## src/rtl/hd_txs_pkg.sv

```systemverilog
package hd_txs_pkg;

  localparam int CC_W      = 4;
  localparam int COL_LIMIT = 1 << CC_W;

  typedef enum logic [1:0] {
    ST_IDLE  = 2'd0,
    ST_DEFER = 2'd1,
    ST_XMIT  = 2'd2
  } txs_state_t;

  typedef struct packed {
    logic [CC_W-1:0] ncol;
    logic            deferred;
    logic            no_carrier;
    logic            defer_to;
    logic            excess;
    logic            late;
    logic            underrun;
  } txs_word_t;

  function automatic logic [CC_W-1:0] f_cc_bump(input logic [CC_W-1:0] c);
    return (c == {CC_W{1'b1}}) ? c : c + 1'b1;
  endfunction

  function automatic int f_defer_bytes(input int bits);
    return bits / 8;
  endfunction

endpackage

```

## src/rtl/hd_txs_satcnt.sv

```systemverilog
module hd_txs_satcnt #(
  parameter int MAX = 15,
  parameter int W   = $clog2(MAX + 1)
) (
  input  logic         clk,
  input  logic         rst_n,
  input  logic         clr,
  input  logic         inc,
  output logic [W-1:0] cnt,
  output logic         at_max
);
  localparam logic [W-1:0] MAXV = W'(MAX);

  always_ff @(posedge clk) begin
    if (!rst_n)                    cnt <= '0;
    else if (clr)                  cnt <= '0;
    else if (inc && cnt != MAXV)   cnt <= cnt + 1'b1;
  end

  assign at_max = (cnt == MAXV);
endmodule

```

## src/rtl/hd_tx_status.sv

```systemverilog
module hd_tx_status
  import hd_txs_pkg::*;
#(
  parameter int LATE_BYTES       = 64,
  parameter int DEFER_LIMIT_BITS = 24288
) (
  input  logic       clk,
  input  logic       rst_n,
  input  logic       full_duplex,
  input  logic       retry_dis,
  input  logic       defer_chk_en,
  input  logic       frame_start,
  input  logic       crs,
  input  logic       col,
  input  logic       byte_tick,
  input  logic       underflow,
  input  logic       tx_end,
  output logic       stat_valid,
  output logic [9:0] stat_word,
  output logic       retry,
  output logic       abort
);
  localparam int DEFER_BYTES = f_defer_bytes(DEFER_LIMIT_BITS);
  localparam int BC_W        = $clog2(LATE_BYTES + 1);
  localparam int DC_W        = $clog2(DEFER_BYTES + 1);

  txs_state_t state;
  logic hd, in_idle, in_defer, in_xmit;
  logic carrier_seen, deferred_q;

  logic [BC_W-1:0] byte_cnt;
  logic [DC_W-1:0] defer_cnt;
  logic [CC_W-1:0] col_cnt;
  logic byte_at_max, defer_at_max, col_at_max;

  // named internal events (also observed by the checker)
  logic ev_defer_to, ev_defer_go, ev_uf, ev_col, ev_late;
  logic ev_excess, ev_retry, ev_done, ev_finish;
  txs_word_t w_next;

  assign hd       = !full_duplex;
  assign in_idle  = (state == ST_IDLE);
  assign in_defer = (state == ST_DEFER);
  assign in_xmit  = (state == ST_XMIT);

  assign ev_defer_to = in_defer && hd && defer_chk_en && byte_tick && defer_at_max;
  assign ev_defer_go = in_defer && !ev_defer_to && !crs;
  assign ev_uf       = in_xmit && underflow;
  assign ev_col      = in_xmit && hd && col && !underflow;
  assign ev_late     = ev_col && byte_at_max;
  assign ev_excess   = ev_col && !byte_at_max && (retry_dis || col_at_max);
  assign ev_retry    = ev_col && !byte_at_max && !retry_dis && !col_at_max;
  assign ev_done     = in_xmit && tx_end && !underflow && !(hd && col);
  assign ev_finish   = ev_defer_to || ev_uf || ev_late || ev_excess || ev_done;

  hd_txs_satcnt #(.MAX(LATE_BYTES)) u_bytes (
    .clk(clk), .rst_n(rst_n), .clr(!in_xmit), .inc(in_xmit && byte_tick),
    .cnt(byte_cnt), .at_max(byte_at_max));

  hd_txs_satcnt #(.MAX(DEFER_BYTES)) u_defer (
    .clk(clk), .rst_n(rst_n), .clr(in_idle), .inc(in_defer && byte_tick),
    .cnt(defer_cnt), .at_max(defer_at_max));

  hd_txs_satcnt #(.MAX(COL_LIMIT - 1)) u_cols (
    .clk(clk), .rst_n(rst_n), .clr(in_idle), .inc(ev_retry || ev_excess),
    .cnt(col_cnt), .at_max(col_at_max));

  always_comb begin
    w_next            = '0;
    w_next.underrun   = ev_uf;
    w_next.late       = ev_late;
    w_next.excess     = ev_excess;
    w_next.defer_to   = ev_defer_to;
    w_next.no_carrier = ev_done && hd && !(carrier_seen || crs);
    w_next.deferred   = hd && (deferred_q || (in_defer && crs && col_cnt == '0));
    w_next.ncol       = (ev_retry || ev_excess) ? f_cc_bump(col_cnt) : col_cnt;
  end

  always_ff @(posedge clk) begin
    if (!rst_n || in_idle) begin
      carrier_seen <= 1'b0;
      deferred_q   <= 1'b0;
    end else begin
      if (in_xmit && crs) carrier_seen <= 1'b1;
      if (ev_retry)       carrier_seen <= 1'b0;
      if (in_defer && hd && crs && col_cnt == '0) deferred_q <= 1'b1;
    end
  end

  always_ff @(posedge clk) begin
    if (!rst_n) begin
      state      <= ST_IDLE;
      stat_valid <= 1'b0;
      stat_word  <= '0;
      retry      <= 1'b0;
      abort      <= 1'b0;
    end else begin
      stat_valid <= ev_finish;
      retry      <= ev_retry;
      abort      <= ev_finish && !ev_done;
      if (ev_finish) stat_word <= w_next;
      unique case (state)
        ST_IDLE:  if (frame_start) state <= hd ? ST_DEFER : ST_XMIT;
        ST_DEFER: if (ev_defer_to) state <= ST_IDLE;
                  else if (ev_defer_go) state <= ST_XMIT;
        ST_XMIT:  if (ev_finish) state <= ST_IDLE;
                  else if (ev_retry) state <= ST_DEFER;
        default:  state <= ST_IDLE;
      endcase
    end
  end
endmodule

```

## config.mk

```make
export PLATFORM = sky130hd
export DESIGN_NAME = hd_tx_status
export DESIGN_NICKNAME = d
export VERILOG_FILES = /design/src/rtl/hd_txs_pkg.sv /design/src/rtl/hd_txs_satcnt.sv /design/src/rtl/hd_tx_status.sv
export SDC_FILE = /design/constraint.sdc
export NUM_CORES = 1
export LEC_CHECK = 0
export ABC_CLOCK_PERIOD_IN_PS = 6520
export CAP_MARGIN = 10
export CORE_MARGIN = 4
export CORE_UTILIZATION = 50
export DETAILED_ROUTE_END_ITERATION = 7
export PLACE_DENSITY = 0.71
export RECOVER_POWER = 50
export SKIP_CTS_REPAIR_TIMING = 1
export SYNTH_ARGS = -nofsm -noshare
export SYNTH_HDL_FRONTEND = slang
export SYNTH_HIERARCHICAL = 1
export SYNTH_SLANG_ARGS = --single-unit
```

## constraint.sdc

```tcl
create_clock -name clk -period 6.52 [get_ports clk]
set_clock_uncertainty 0.05 [all_clocks]
set_input_delay 0.978 -clock clk [delete_from_list [all_inputs] [get_ports clk]]
set_output_delay 0.978 -clock clk [all_outputs]
set_load 0.1 [all_outputs]
```

==> results.md <==
Status:
- The flow ran to the end, and the final reports show no timing, DRC or antenna violations.

Logic synthesis:
- The synthesis warning total is 6.
- The summed instance area of the synthesized netlist is 0.00213 mm^2.
- The net count of the mapped netlist is 259.
- Summed over all instances, the cell type with the most area after synthesis is dfxtp_1.
- The count of flip-flops with a built-in enable after synthesis is 0.
- Sequential cells were found to cover 37.6% of the synthesized design area.
- The share of synthesized area in the top cell type comes to a little under two fifths.
- The most used flip-flop cell after synthesis is dfxtp_1.
- Counting instances in the post-synthesis netlist gives the leading cell types as dfxtp_1 (40), nand2_1 (20), a21oi_1 (16).
- The most instantiated library cell after synthesis is dfxtp_1.
- After synthesis, the mean cell area works out to 8.83 um^2.
- The gate count after technology mapping is 241.
- Yosys attributes the largest share of cell area to dfxtp_1 (38%), ha_1 (4.1%), a21oi_1 (3.8%), nand2_1 (3.5%), o21ai_0 (2.6%).
- The number of distinct standard cells referenced by the synthesized netlist is 60.
- In the synthesized netlist the async set-or-reset flop fraction comes to 0%.
- The number of flip-flops and latches in the synthesized netlist is 40.

Setup path:
- The capture point of the worst reg-to-reg path is stat_word[8].
- Data on the critical path is required at its endpoint by 6.69 ns.
- The critical path goes through dlygate4sd3_1 > nor2b_1 > nor3_1 > o31ai_1 > nand2_1 > a21boi_0.
- The setup check on the worst reg-to-reg path leaves a slack of 3.76 ns.
- In this run the worst setup path terminates at stat_word[8].
- The cell with the biggest individual delay on the critical path is o31ai_1.
- The critical path capture point type is a flop.
- The type of the worst setup path is input port to flop.
- The depth of the most critical reg-to-reg path is 9.
- The startpoint of the worst register-to-register path is u_bytes/cnt[0].
- Tracing the worst setup path back leads to its startpoint at full_duplex.
- The data arrival time of the worst path is 3.08 ns.
- The worst setup path is launched from an input port.
- The stage delay of the slowest cell on the critical path is 0.67 ns.
- In this run the worst path has a maximum fanout of 9.

STA:
- The final-report setup violation count is 0.
- The number of hold-slack violations in the final timing report is 0.
- The ratio of final minimum period to clock period is roughly 45%.
- At the pin with the least slew margin, the transition time is 0.977 ns.
- The number of pins with negative max-slew slack in the final report is 0.
- Headroom to the max-slew limit came out at 34.7%.
- The aggregate negative setup slack is 0 ns.
- Setup repair after global routing left no endpoint under its margin.
- For the finished layout, the period the worst path requires is about 2.9 ns.
- Static timing analysis puts the maximum clock frequency at ~340 MHz.

Clock network:
- The buffer depth of the longest clock path is 2.
- The count of H-tree levels built during CTS is 2.
- The number of buffers inserted during clock tree synthesis is 5.
- The clock sink total is 40.
- The insertion delay to the later sink of the worst-skew pair is between 0.2 and 0.3 ns.
- The cell sitting at the root of the clock tree is a clkbuf_8.
- The clock tree from TritonCTS is built.
- After clock tree synthesis, the clock-pin slew on the worst setup and hold paths is 0.07 ns.

Placed design:
- The number of placed instances, taps included is 309.
- After legalization and detailed placement, the total HPWL measured 3.14 mm.
- Port buffering added 23 buffers.
- The final RePlAce weighted congestion is 0.799.

Floorplan:
- The total die area is between 0.005 and 0.006 mm^2.
- The placeable core area is a little over 0.004 mm^2.
- The cell row count is 23.
- The initial core utilization is 52.4%.
- The number of top-level pins is 24.
- In this run the vertical extent of the chip is 73.2 um.
- The die extent in x is 73.2 um.

Power and ir drop:
- Summed over all cells, the static leakage comes to ~0.86 nW.
- Dividing total power by cell area gives a power density of around 200 mW/mm^2.
- The largest voltage drop on the vdd net is roughly 0.13 mV.

Global route:
- Entering global routing, the biggest net connects 27 pins.
- The initial antenna violation count came to 0.
- The number of global-route vias before repair came to 1,688.
- The first global-routing pass estimated 7.69 mm of wire.
- In the global route stage, overall resource usage came out at 18.2%.
- After global routing the overflow that remains totals 0.

Routing:
- After detailed routing, the average wire length per cell comes to 14.1 um.
- In this run the remaining antenna-violating nets after routing total 0.
- The number of violations reported at the end of detailed-routing iteration 0 is 98.
- The DRC violations left is 0.
- The detailed-router iteration count before antenna repair is 4.
- The total number of vias is between 1,500 and 2,000.
- The detail-routed via count per cell is approximately 5.8.
- The routed design has approximately 4.5 mm of wire.

Layout:
- The final instance count without filler cells is 317.
- For this run, the post-layout net count is 284.
- The area growth from synthesis to layout is 16.8%.
- The number of antenna repair diodes is 0.
- The layout cell share with drive strength beyond 1 is 7.12%.

Min path:
- The worst hold path belongs to the class flop to flop.

Job:
- The max-cap check violation count is 0.
-- cell families (layout without fill, tap and decap cells) --
kind of cell	after synthesis	count (layout)	synth area share, %
fa+ha+maj	7	7	4.12
flops	40	40	37.6
mux	5	5	2.35
xor+xnor	3	3	1.24
compound gates	62	62	18.7
buf+inv	19	45	4.12
simple gates	105	105	31.8
-- worst max-delay path, delay by kind of cell --
family	cells	cell delay, ns
AND/OR/NAND/NOR	3	0.58
AO/OA/AOI/OAI	2	0.87
buffers and inverters	1	0.65
-- worst min-delay path by stage --
stage / from / endpoint / cells after the start
floorplan: u_bytes/cnt[6] / u_bytes/cnt[6] / 2
global placement: stat_word[5] / stat_word[5] / 2
detailed placement: stat_word[5] / stat_word[5] / 2
CTS: stat_word[5] / stat_word[5] / 2
global route: stat_word[5] / stat_word[5] / 2
finish: stat_word[5] / stat_word[5] / 2
-- layout by cell type, fill, tap and decap left out, drive strengths merged, types with 7 or more instances in the layout --
cell type,netlist,layout
or4,7,7
o31ai,7,7
nand3,11,11
nand2,20,20
clkdlybuf4s50,0,20
nor2,7,7
a21oi,16,16
ha,7,7
o21ai,15,15
dfxtp,40,40
and3,7,7
or3,7,7
inv,13,13
-- power breakdown --
part	switching, W	total (W)	internal [W]
registers	0.00000304	0.000251	0.000247
clock network	0.0000861	0.000200	0.000114
logic	0.0000355	0.0000549	0.0000194
total	0.000125	0.000505	0.000380
-- registers in the layout (all words and copies together), names as in the netlist --
| signal | flops |
|---|---|
| stat_valid | 1 |
| stat_word | 10 |
| deferred_q | 1 |
| state | 2 |
| retry | 1 |
| abort | 1 |
| carrier_seen | 1 |
| u_bytes/cnt | 7 |
| u_defer/cnt | 12 |
| u_cols/cnt | 4 |
-- routing by layer --
metal	share of wire (%)	GRT usage [%]	up-vias
li1	-	-	954
met1	51	26.1	829
met2	42	26.0	41
met3	5.4	4.55	8
met4	1.6	7.38	0
met5	0	0	-
-- stage by stage --
step                util (%)  instance area [um^2]  total power [W]  setup slack, ns  hold slack (ns)
finish                  61.2                  2480         0.000505             3.61            0.410
global placement        58.8                  2380         0.000311             3.41            0.394
floorplan                  -                  2130         0.000293             4.12            0.408
CTS                     61.4                  2490         0.000510             3.70            0.412
global route            61.2                  2480         0.000521             3.46            0.439
detailed placement      58.8                  2380         0.000311             3.40            0.401
-- cell type report --
| cell class | count | area, um^2 |
|---|---|---|
| sequential | 40 | 801 |
| clock buffer | 6 | 72.6 |
| inverter | 14 | 52.6 |
| tap | 50 | 62.6 |
| timing repair buffer | 23 | 230 |
| clock inverter | 2 | 35.0 |
| multi-input combinational | 182 | 1230 |
| fill | 384 | 1570 |
Power figures use the tool's default switching activity.
